### config.mk
export PLATFORM = sky130hd
export DESIGN_NAME = batch_reg_engine
export DESIGN_NICKNAME = d
export VERILOG_FILES = /design/src/rtl/batch_reg_engine.sv
export SDC_FILE = /design/constraint.sdc
export NUM_CORES = 1
export LEC_CHECK = 0
export CORE_MARGIN = 2
export CORE_UTILIZATION = 41
export DETAILED_ROUTE_END_ITERATION = 12
export DONT_BUFFER_PORTS = 1
export HOLD_SLACK_MARGIN = 0.06
export PLACE_DENSITY_LB_ADDON = 0.05
export REMOVE_ABC_BUFFERS = 1
export SLEW_MARGIN = 20
export SYNTH_ARGS = -nofsm -noshare
export SYNTH_HDL_FRONTEND = slang
export SYNTH_SLANG_ARGS = --single-unit
### constraint.sdc
create_clock -name clk -period 7.7 [get_ports clk]
set_input_delay 0.77 -clock clk [delete_from_list [all_inputs] [get_ports clk]]
set_output_delay 0.77 -clock clk [all_outputs]
set_load 0.02 [all_outputs]
### src/rtl/batch_reg_engine.sv
module batch_reg_engine #(
  parameter int          MAX_ENTRIES = 5,
  parameter int          BUF_BYTES   = 16,
  parameter logic [7:0]  MSG_OPCODE  = 8'hFF
) (
  input  logic                   clk,
  input  logic                   rst_n,
  input  logic                   start,
  input  logic [7:0]             opcode,
  input  logic [3:0]             subcmd,
  input  logic [7:0]             size,
  input  logic [BUF_BYTES*8-1:0] payload,
  output logic [BUF_BYTES*8-1:0] resp,
  output logic                   busy,
  output logic                   done,
  output logic                   err,
  output logic [7:0]             err_code,
  output logic [15:0]            rf_addr,
  output logic                   rf_we,
  output logic [7:0]             rf_wdata,
  output logic                   rf_re,
  input  logic [7:0]             rf_rdata
);

  localparam int BUF_W = BUF_BYTES * 8;
  localparam int IDX_W = $clog2(MAX_ENTRIES + 1);
  localparam int OFF_W = $clog2(BUF_BYTES);
  localparam int EB_W  = OFF_W + 1;
  localparam logic [1:0] SUB_WR  = 2'd0;
  localparam logic [1:0] SUB_RD  = 2'd1;
  localparam logic [1:0] SUB_RMW = 2'd2;
  localparam logic [7:0] CODE_SIZE = 8'h01;
  localparam logic [7:0] CODE_CMD  = 8'h02;

  typedef enum logic [1:0] {S_IDLE, S_RUN, S_DONE} state_t;

  state_t           state_q;
  logic [BUF_W-1:0] buf_q, resp_q;
  logic [1:0]       sub_q;
  logic [IDX_W-1:0] cnt_q, idx_q;
  logic             ph_q;
  logic [7:0]       old_q;
  logic             err_q;
  logic [7:0]       code_q;

  function automatic logic [7:0] byte_at(input logic [BUF_W-1:0] b, input logic [EB_W-1:0] off);
    return b[8*off[OFF_W-1:0] +: 8];
  endfunction

  // Incoming message decode
  logic       in_rmw, bad_cmd, bad_size;
  logic [7:0] quot, rem;

  assign in_rmw   = subcmd == 4'd2;
  assign bad_cmd  = (opcode != MSG_OPCODE) || (subcmd > 4'd2);
  assign quot     = in_rmw ? (size >> 2) : (size / 8'd3);
  assign rem      = in_rmw ? {6'b0, size[1:0]} : (size % 8'd3);
  assign bad_size = (rem != 8'd0) || (quot > 8'(MAX_ENTRIES)) || (size > 8'(BUF_BYTES));

  // Current record fields
  logic             run, is_rmw, last_step;
  logic [EB_W-1:0]  e_base;
  logic [7:0]       f_val, f_msk;

  assign run     = state_q == S_RUN;
  assign is_rmw  = sub_q == SUB_RMW;
  assign e_base  = EB_W'(idx_q) * (is_rmw ? EB_W'(4) : EB_W'(3));
  assign f_val   = byte_at(buf_q, e_base + EB_W'(2));
  assign f_msk   = byte_at(buf_q, e_base + EB_W'(3));
  assign rf_addr = {byte_at(buf_q, e_base + EB_W'(1)), byte_at(buf_q, e_base)};

  // One access per cycle; masked update reads then writes
  assign rf_re    = run && ((sub_q == SUB_RD) || (is_rmw && !ph_q));
  assign rf_we    = run && ((sub_q == SUB_WR) || (is_rmw && ph_q));
  assign rf_wdata = is_rmw ? ((old_q & ~f_msk) | (f_val & f_msk)) : f_val;

  assign last_step = (idx_q == cnt_q - IDX_W'(1)) && (!is_rmw || ph_q);

  always_ff @(posedge clk or negedge rst_n) begin
    if (!rst_n) begin
      state_q <= S_IDLE;
      buf_q   <= '0;
      resp_q  <= '0;
      sub_q   <= '0;
      cnt_q   <= '0;
      idx_q   <= '0;
      ph_q    <= 1'b0;
      old_q   <= '0;
      err_q   <= 1'b0;
      code_q  <= '0;
    end else begin
      case (state_q)
        S_IDLE: if (start) begin
          buf_q  <= payload;
          resp_q <= payload;
          sub_q  <= subcmd[1:0];
          cnt_q  <= quot[IDX_W-1:0];
          idx_q  <= '0;
          ph_q   <= 1'b0;
          if (bad_cmd) begin
            err_q <= 1'b1; code_q <= CODE_CMD; state_q <= S_DONE;
          end else if (bad_size) begin
            err_q <= 1'b1; code_q <= CODE_SIZE; state_q <= S_DONE;
          end else begin
            err_q   <= 1'b0;
            code_q  <= '0;
            state_q <= (quot == 8'd0) ? S_DONE : S_RUN;
          end
        end
        S_RUN: begin
          if (is_rmw && !ph_q) begin
            ph_q  <= 1'b1;
            old_q <= rf_rdata;
          end else begin
            ph_q  <= 1'b0;
            idx_q <= idx_q + IDX_W'(1);
            if (last_step) state_q <= S_DONE;
          end
          for (int k = 0; k < BUF_BYTES; k++)
            if ((sub_q == SUB_RD) && (EB_W'(k) == e_base + EB_W'(2)))
              resp_q[8*k +: 8] <= rf_rdata;
        end
        default: state_q <= S_IDLE;
      endcase
    end
  end

  // completion pulse and status
  assign busy     = state_q != S_IDLE;
  assign done     = state_q == S_DONE;
  assign err      = done && err_q;
  assign err_code = done ? code_q : 8'h00;
  assign resp     = resp_q;

endmodule


==> results of run 1 <==
## final cells by class
class	count	area share
diodes	4	0.000572
inverters	144	0.0309
clock buffers	52	0.0566
flip-flops and latches	278	0.398
well taps	518	0.0371
clock inverters	6	0.00207
repair buffers	16	0.0103
multi-input cells	1171	0.465
## layer usage
metal / vias to the layer above / GRT usage / share of wire
met1: 6056 / 0.393 / 0.49
met3: 61 / 0.0577 / 0.074
met2: 397 / 0.358 / 0.41
met5: - / 0 / 0
met4: 0 / 0.0738 / 0.023
li1: 5627 / - / -
## flip-flops by register name, summed over array words and instances (netlist names)
register and cells:
buf_q 128, cnt_q 3, code_q 2, err_q 1, idx_q 3, old_q 8
ph_q 1, resp 128, state_q 2, sub_q 2
## synthesized netlist by cell type (8+ instances only)
master and instances:
o22ai_1 8, nand2_1 426, buf_2 12, nor2_1 42, o21ai_0 31, ha_1 14, a21oi_1 143, clkbuf_1 79
o221ai_1 9, and2_1 18, nor2b_1 8, mux2i_1 283, buf_4 12, xnor2_1 11, dfrtp_1 278, mux4_2 40
nor3_1 11, mux2_2 19, inv_1 139, buf_1 12, a21oi_2 16
## logic make-up (layout without fill, tap and decap cells)
logic type      count (synthesis)  in the layout  synth area share
simple gates                  542            542             0.140
mux                           342            342             0.246
buf+inv                       262            218            0.0663
compound gates                249            249            0.0934
flops                         278            278             0.433
fa+ha+maj                      15             15            0.0121
other cells                     1             10          0.000233
xor+xnor                       17             17           0.00926
## power breakdown
part	internal [mW]	switching [mW]	leakage, nW
clock network	0.884	0.629	0.502
registers	1.69	0.359	3.33
logic	0.275	0.379	5.09
total	2.85	1.37	8.93
## per-stage QoR
step | worst slack (ns) | hold slack, ns
floorplan | -2.51 | 0.458
global placement | 1.68 | 0.480
detailed placement | 1.53 | 0.480
CTS | 0.938 | 0.313
global route | 0.619 | 0.123
finish | 0.966 | 0.122
## critical path: stages (launching register included)
cell	delay, ns
dfrtp_1	0.37
nand2b_1	0.70
nand2_4	0.08
inv_2	0.60
ha_1	0.26
ha_1	0.52
ha_1	0.42
nand2_1	0.18
xor2_4	0.85
buf_4	0.39
mux2i_1	0.10
mux4_2	0.46
mux2i_1	0.49
## how the worst min path moves through the flow
stage           startpoint          to  slack, ns
4_1_cts        payload[54]   buf_q[54]       0.31
3_5_place_dp         rst_n   resp[105]       0.48
6_report             rst_n   resp[115]       0.12
3_3_place_gp         rst_n   resp[105]       0.48
2_1_floorplan    code_q[1]   code_q[1]       0.46
5_1_grt              rst_n  buf_q[115]       0.12
## what timing repair did
action,in CTS,in global routing
resized for setup,0,0
hold endpoints to repair,278,0
hold buffers,1,0
==> out/summary.txt, run 1 <==
status: finished, final reports clean
top cells by area, synth: dfrtp_1 43%, mux2i_1 18%, nand2_1 9.9%
fillers: 3,744
RSZ-0062 raised after global routing: no
CP startpoint kind: register
Area Overhead vs Synth: 8.82%
Synth top area share: 0.433
part of the cycle the worst path needs: 0.874
PD cells: 241 mW/mm²
WP data required: 6.93 ns
Inst Count DP: 2,124
GRT Total Usage: 0.256
Peak Freq: 0.149 GHz
Vias/cell: 5.55
register area: 0.00696 mm²
crit path capture: rf_addr[9]
post-synthesis average cell area: 9.42 µm²
DPL Wire Length: 36,900 µm
r2r endpoint: resp[48]
clock tree from TritonCTS: yes
Die Footprint: 0.0408 mm²
share of cells above drive strength 1: 0.0978
detailed router's first-iteration violation count: 1,096
Final Util: 0.453
Synth Register Bits: 278
min cycle time layout: 6.73 ns
I/O pins: 324
final setup violation count: 0
CTS Root Cell: clkbuf_16
FFs w/ async S/R, synth: 1.00
Main synth FF type: dfrtp_1
worst slew pin tran: 1.13 ns
Routed WL: 52,400 µm
Avg WL per Cell: 23.9 µm
clock slew at reported path FFs: 0.05 ns
footprint of the multi-input gates: 0.00813 mm²
ANT nets after route: 0
crit path from: sub_q[0]
Final Hold Vio Count: 0
Max Cap Viol: 0
CTS H-tree depth: 2
Setup CP Type: reg2out
post-synthesis instance area: 0.0161 mm²
drt pass-1 iters: 6
Post-synth EDFFs: 0
Clk Latency, worst-skew pair: 0.53 ns
final net count: 1,819
top cell type by total area after synthesis: dfrtp_1
Worst EP arrival: 5.96 ns
Crit Reg-Reg Startpoint: sub_q[0]
first-pass GRT wire length: 79,300 µm
vias in the first global route: 12,300
Rows: 72
Starting Density: 0.416
core area: 0.0386 mm²
Max transition margin: 0.243
Max VDD drop: 134 µV
DP Area: 0.0164 mm²
Synth Warn #: 0
GRT overflow: 0
Num CTS Buffers: 34
Pins Over Slew Limit: 0
Post-CTS Setup Inserts: 0
R2R setup slack: 2.42 ns
GPL Wtd Cong: 0.864
routed vias: 12,100
initial antenna violation count: 1
die width: 202 µm
DRC violations left: 0
library cells used by synthesis: 70
Post-Syn Instances: 1,706
Seq/Total Area, Yosys: 0.433
IO buf count: 0
Hold WC Path Type: in2async
CP Max Fanout: 29
Power Total: 4.21 mW
r2r worst-path depth: 13
largest net degree at the start of global routing: 279
commonest non-fill, non-tap cells in the layout: 425 x nand2_1, 283 x mux2i_1, 278 x dfrtp_1
clk sink count: 278
Setup crit end kind: output port
die height: 202 µm
most common cell after layout, fill and taps aside: nand2_1
Clock Skew: 0.0194 ns
Finished Layout Cells: 2,189
Finished Cell Area: 0.0175 mm²
setup TNS: 0 ns
Lkg Pwr: 8.93 nW
CTS max path bufs: 3
(Power assumes the default switching activity.)
==> run 2: changes to the inputs <==
Settings changed: ABC_AREA from default to 1, HOLD_SLACK_MARGIN 0.06 to default.
==> out/summary.txt, run 2 <==
CTS Root Cell: clkbuf_16 (unchanged)
clock tree from TritonCTS: yes (unchanged)
GRT Total Usage: 0.294 (was 0.256)
CP bufs+invs: 5 (was 2)
core area: 0.0376 mm² (was 0.0386 mm²)
CTS H-tree depth: 1 (was 2)
Hold WC Path Type: in2async (unchanged)
most common cell after layout, fill and taps aside: nand2_1 (unchanged)
Post-Syn Instances: 2,133 (was 1,706)
Avg WL per Cell: 22.6 µm (was 23.9 µm)
Post-synth EDFFs: 0 (unchanged)
critical path depth: 17 (was 12)
Final Util: 0.451 (was 0.453)
setup TNS: 0 ns (unchanged)
CTS max path bufs: 3 (unchanged)
die height: 199 µm (was 202 µm)
Post-CTS Resized: 0 (unchanged)
Clock Skew: 0.00934 ns (was 0.0194 ns)
Finished Layout Cells: 2,589 (was 2,189)
Synth Warn #: 0 (unchanged)
WP data required: 6.93 ns (about the same)
met2 routed WL: 26,700 µm (was 21,600 µm)
Met1 Wirelength: 26,400 µm (was 25,700 µm)
drt pass-1 iters: 5 (was 6)
crit path from: sub_q[1] (was sub_q[0])
r2r worst-path depth: 17 (was 13)
vias in the first global route: 13,900 (was 12,300)
Starting Density: 0.416 (about the same)
die width: 199 µm (was 202 µm)
Worst EP arrival: 5.42 ns (was 5.96 ns)
CP Max Fanout: 55 (was 29)
Peak Freq: 0.161 GHz (was 0.149 GHz)
met3 wire length: 4220 µm (was 3850 µm)
Crit Reg-Reg Startpoint: sub_q[1] (was sub_q[0])
r2r endpoint: resp[33] (was resp[48])
part of the cycle the worst path needs: 0.804 (was 0.874)
GPL Wtd Cong: 0.918 (was 0.864)
crit path capture: rf_wdata[7] (was rf_addr[9])
top cell type by total area after synthesis: dfrtp_1 (unchanged)
GRT overflow: 0 (unchanged)
commonest cells in the netlist: 715 x nand2_1, 278 x dfrtp_1, 224 x o21ai_0 (was 426 x nand2_1, 283 x mux2i_1, 278 x dfrtp_1)
Setup crit end kind: output port (unchanged)
detailed router's first-iteration violation count: 1,143 (was 1,096)
top cells by area, synth: dfrtp_1 44%, nand2_1 17%, o21ai_0 7.2% (was dfrtp_1 43%, mux2i_1 18%, nand2_1 9.9%)
clk sink count: 278 (unchanged)
final setup violation count: 0 (unchanged)
worst path cell trace: inv_1, nor2_1, buf_4, nor2_4, buf_4, inv_2, o21ai_0, ha_1, ha_1, ha_1, nor2_1, or2_2, nor2_1, a31o_2, a311oi_1, mux2i_1, buf_4 (was nand2b_1, nand2_4, inv_2, ha_1, ha_1, ha_1, nand2_1, xor2_4, buf_4, mux2i_1, mux4_2, mux2i_1)
Vias/cell: 5.54 (was 5.55)
min cycle time layout: 6.19 ns (was 6.73 ns)
worst slew pin tran: 1.12 ns (was 1.13 ns)
share of cells above drive strength 1: 0.0602 (was 0.0978)
Num CTS Buffers: 30 (was 34)
Die Footprint: 0.0397 mm² (was 0.0408 mm²)
final net count: 2,230 (was 1,819)
Top Metal Used: met4 (unchanged)
R2R setup slack: 2.37 ns (was 2.42 ns)
routed vias: 14,300 (was 12,100)
Clk Latency, worst-skew pair: 0.57 ns (was 0.53 ns)
PD cells: 242 mW/mm² (was 241 mW/mm²)
Max VDD drop: 150 µV (was 134 µV)
Synth top area share: 0.445 (was 0.433)
RSZ-0062 raised after global routing: no (unchanged)
Crit-path slowest cell: ha_1 (was xor2_4)
post-synthesis average cell area: 7.33 µm² (was 9.42 µm²)
Lkg Pwr: 8.17 nW (was 8.93 nW)
IO buf count: 0 (unchanged)
Inst Count DP: 2,533 (was 2,124)
Synth Register Bits: 278 (unchanged)
Seq/Total Area, Yosys: 0.445 (was 0.433)
Routed WL: 58,600 µm (was 52,400 µm)
initial antenna violation count: 1 (unchanged)
Pins Over Slew Limit: 0 (unchanged)
hold_ws: 0.199 ns (was 0.122 ns)
Max Cap Viol: 0 (unchanged)
Final Hold Vio Count: 0 (unchanged)
Power Total: 4.11 mW (was 4.21 mW)
Area Overhead vs Synth: 8.50% (was 8.82%)
first-pass GRT wire length: 87,200 µm (was 79,300 µm)
library cells used by synthesis: 54 (was 70)
DPL Wire Length: 42,200 µm (was 36,900 µm)
ANT nets after route: 0 (unchanged)
post-synthesis instance area: 0.0156 mm² (was 0.0161 mm²)
status: finished, final reports clean (unchanged)
CP peak stage delay: 0.78 ns (was 0.85 ns)
top-count cell post-synth: nand2_1 (unchanged)
CP startpoint kind: register (unchanged)
largest net degree at the start of global routing: 279 (unchanged)
fillers: 3,928 (was 3,744)
commonest non-fill, non-tap cells in the layout: 714 x nand2_1, 278 x dfrtp_1, 224 x o21ai_0 (was 425 x nand2_1, 283 x mux2i_1, 278 x dfrtp_1)
FFs w/ async S/R, synth: 1.00 (unchanged)
CP top delay family: adder cells (unchanged)
Rows: 71 (was 72)
Main synth FF type: dfrtp_1 (unchanged)
Max transition margin: 0.252 (was 0.243)
DRC violations left: 0 (unchanged)
Post-CTS Setup Inserts: 0 (unchanged)
ANT cells: 0 (was 4)
clock slew at reported path FFs: 0.06 ns (was 0.05 ns)
I/O pins: 324 (unchanged)
Setup CP Type: reg2out (unchanged)
-- run 2: changes by cell type after synthesis, sizes merged, moves of 40 or more --
cell	delta
nor2	+153
nand3	+64
a21oi	-128
mux4	-40
mux2i	-260
a31oi	+133
nand2	+302
o21ai	+204
-- run 2: worst min-delay path by stage --
stage	start	end	depth (start not counted)	slack [ns]
floorplan	old_q[2]	old_q[2]	2	0.43
global placement	old_q[3]	old_q[3]	2	0.46
detailed placement	old_q[3]	old_q[3]	2	0.46
CTS	payload[80]	buf_q[80]	2	0.29
global route	rst_n	buf_q[102]	1	0.23
finish	rst_n	resp[108]	1	0.20
-- run 2: timing repair --
item,4_1_cts,5_1_grt
endpoints found under the hold margin,278,0
hold buffers,1,0
setup endpoints to repair,0,0
-- run 2: logic make-up (layout without fill, tap and decap cells) --
kind of cell,Yosys count,after routing,share of synthesized area
AND/OR/NAND/NOR,1021,1021,0.261
AO/OA/AOI/OAI,480,480,0.181
buffers and inverters,300,240,0.0765
flip-flops,278,278,0.445
multiplexers,30,30,0.0198
adder cells (fa/ha/maj),15,15,0.0125
XOR/XNOR,8,8,0.00448
other,1,6,0.000240
-- run 2: layer usage --
| layer | GRT usage | vias to the layer above |
|---|---|---|
| met4 | 0.0730 | 0 |
| met1 | 0.412 | 6918 |
| met2 | 0.470 | 471 |
| met3 | 0.0493 | 57 |
| li1 | - | 6888 |
| met5 | 0 | - |
-- run 2: cell type report --
cell class                      instances  area [µm²]  area share
Tap cell                              511         639      0.0377
Timing Repair Buffer                   31         273      0.0161
Sequential cell                       278        6960       0.410
Inverter                              155         586      0.0345
Clock buffer                           47         916      0.0540
Multi-Input combinational cell       1560        7530       0.444
Clock inverter                          7        60.1     0.00354
-- run 2: stage by stage --
stage | area (µm²) | setup WS (ns)
final | 17000 | 1.51
after global placement | 15900 | 2.25
after floorplan | 15000 | -5.65
after CTS | 16900 | 1.54
after detailed placement | 15900 | 2.16
after global routing | 17000 | 1.26
-- run 2: where the power goes --
part           internal (mW)  total (mW)  leakage, nW  switching, mW
clock network          0.842        1.45        0.487          0.603
logic                  0.224       0.723         4.45          0.498
registers               1.68        1.94         3.24          0.270
==> run 3: changes to the inputs <==
Clock period 7.7 ns to 5.99 ns, I/O delays scaled along.
==> out/summary.txt, run 3 (synthesis results as in run 2) <==
CTS Root Cell: clkbuf_16 (unchanged)
DPL Wire Length: 42,100 µm (was 42,200 µm)
initial antenna violation count: 0 (was 1)
hold_ws: -0.265 ns (was 0.199 ns)
Finished Layout Cells: 2,593 (was 2,589)
routed vias: 14,300 (about the same)
largest net degree at the start of global routing: 279 (unchanged)
status: finished, violations left (was finished, final reports clean)
DRC violations left: 0 (unchanged)
Rows: 71 (unchanged)
Inst Count DP: 2,540 (was 2,533)
core area: 0.0376 mm² (unchanged)
Crit-path slowest cell: buf_4 (was ha_1)
Max Cap Viol: 0 (unchanged)
Hold WC Path Type: in2async (unchanged)
part of the cycle the worst path needs: 0.932
worst slew pin tran: 1.14 ns (was 1.12 ns)
Routed WL: 58,100 µm (was 58,600 µm)
PD cells: 307 mW/mm² (was 242 mW/mm²)
final net count: 2,235 (was 2,230)
min cycle time layout: 5.58 ns
Post-CTS Setup Inserts: 0 (unchanged)
I/O pins: 324 (unchanged)
ANT cells: 0 (unchanged)
IO buf count: 0 (unchanged)
GPL Wtd Cong: 0.942 (was 0.918)
CTS max path bufs: 3 (unchanged)
Peak Freq: 0.179 GHz
Pins Over Slew Limit: 0 (unchanged)
Avg WL per Cell: 22.4 µm (was 22.6 µm)
GRT overflow: 0 (unchanged)
die height: 199 µm (unchanged)
Max transition margin: 0.238 (was 0.252)
failing checks: negative hold slack
Starting Density: 0.416 (unchanged)
cell mode on critical path: buf_4
Post-CTS Resized: 0 (unchanged)
Final Util: 0.450 (was 0.451)
Max VDD drop: 205 µV (was 150 µV)
Num CTS Buffers: 30 (unchanged)
share of cells above drive strength 1: 0.0586 (was 0.0602)
Final Hold Vio Count: 278 (was 0)
GRT Total Usage: 0.291 (was 0.294)
CP startpoint kind: register (unchanged)
worst path cell trace: nor2_1, buf_4, nor2_4, inv_2, buf_4, ha_1, buf_4, ha_1, nand2_1, inv_1, or2_2, inv_1, nand2_1, o21ai_0, buf_4, inv_1, o311ai_1, mux2_2 (was inv_1, nor2_1, buf_4, nor2_4, buf_4, inv_2, o21ai_0, ha_1, ha_1, ha_1, nor2_1, or2_2, nor2_1, a31o_2, a311oi_1, mux2i_1, buf_4)
WP data required: 5.39 ns (was 6.93 ns)
clk sink count: 278 (unchanged)
detailed router's first-iteration violation count: 1,056 (was 1,143)
clock tree from TritonCTS: yes (unchanged)
Vias/cell: 5.51 (was 5.54)
Clock Skew: 0.0134 ns (was 0.00934 ns)
setup TNS: 0 ns (unchanged)
Clk Latency, worst-skew pair: 0.57 ns (about the same)
most common cell after layout, fill and taps aside: nand2_1 (unchanged)
die width: 199 µm (unchanged)
CP top delay family: buffers and inverters (was adder cells)
CP peak stage delay: 0.56 ns (was 0.78 ns)
Die Footprint: 0.0397 mm² (unchanged)
drt pass-1 iters: 7 (was 5)
Power Total: 5.19 mW (was 4.11 mW)
first-pass GRT wire length: 86,700 µm (was 87,200 µm)
ANT nets after route: 0 (unchanged)
Setup CP Type: reg2out (unchanged)
Setup crit end kind: output port (unchanged)
Area Overhead vs Synth: 8.21% (was 8.50%)
final setup violation count: 0 (unchanged)
Worst EP arrival: 4.98 ns (was 5.42 ns)
Lkg Pwr: 8.16 nW (was 8.17 nW)
clock slew at reported path FFs: 0.06 ns (about the same)
commonest non-fill, non-tap cells in the layout: 715 x nand2_1, 278 x dfrtp_1, 224 x o21ai_0 (was 714 x nand2_1, 278 x dfrtp_1, 224 x o21ai_0)
vias in the first global route: 13,400 (was 13,900)
CP Max Fanout: 80 (was 55)
CTS H-tree depth: 1 (unchanged)
CP bufs+invs: 8 (was 5)
RSZ-0062 raised after global routing: no (unchanged)
-- run 3: cell types whose count changed in the layout (fill, tap and decap cells not counted) --
cell and delta:
clkbuf_1 +5, clkinv_2 -4, nand2_2 -1, nand2_1 +1, xnor2_1 +1, buf_4 +6
clkbuf_8 -1, bufinv_16 -1, buf_12 +1, buf_16 -2, xnor2_2 -1
-- run 3: path summary, 6_finish.rpt --
path	start	to	slack [ns]	depth (start not counted)
hold reg to reg	buf_q[5]	buf_q[5]	0.48	2
min in group clk	rf_rdata[2]	old_q[2]	0.15	2
setup reg to reg	sub_q[0]	resp[41]	1.44	16
max in group asynchronous	rst_n	resp[69]	5.40	0
setup / recovery	sub_q[0]	rf_wdata[0]	0.41	18
hold / removal	rst_n	resp[97]	-0.26	0
-- run 3: final cells by class --
type,count,area [µm²]
well taps,511,639
fillers,3900,20700
inverters,155,586
multi-input cells,1560,7520
clock buffers,51,921
flip-flops and latches,278,6960
clock inverters,2,10.0
repair buffers,36,283
-- run 3: metal layers --
layer / track usage / up-vias / routed length [µm]
li1: - / 6883 / -
met1: 0.420 / 6866 / 26800
met2: 0.457 / 493 / 26100
met3: 0.0461 / 56 / 3910
met4: 0.0708 / 0 / 1300
met5: 0 / - / 0
-- run 3: per-stage QoR --
stage          worst slack, ns  hold slack [ns]  instance area [µm²]
4_1_cts                  0.420           -0.290                16900
5_1_grt                  0.155           -0.286                16900
3_3_place_gp              1.09            0.310                16000
3_5_place_dp              1.04            0.311                16000
2_1_floorplan            -7.19            0.303                15000
6_report                 0.406           -0.265                16900
-- run 3: where the power goes --
| group | switching, mW | total (mW) | internal, mW |
|---|---|---|---|
| sequential | 0.349 | 2.50 | 2.15 |
| combinational | 0.609 | 0.898 | 0.289 |
| clock | 0.757 | 1.79 | 1.03 |
| total | 1.72 | 5.19 | 3.47 |
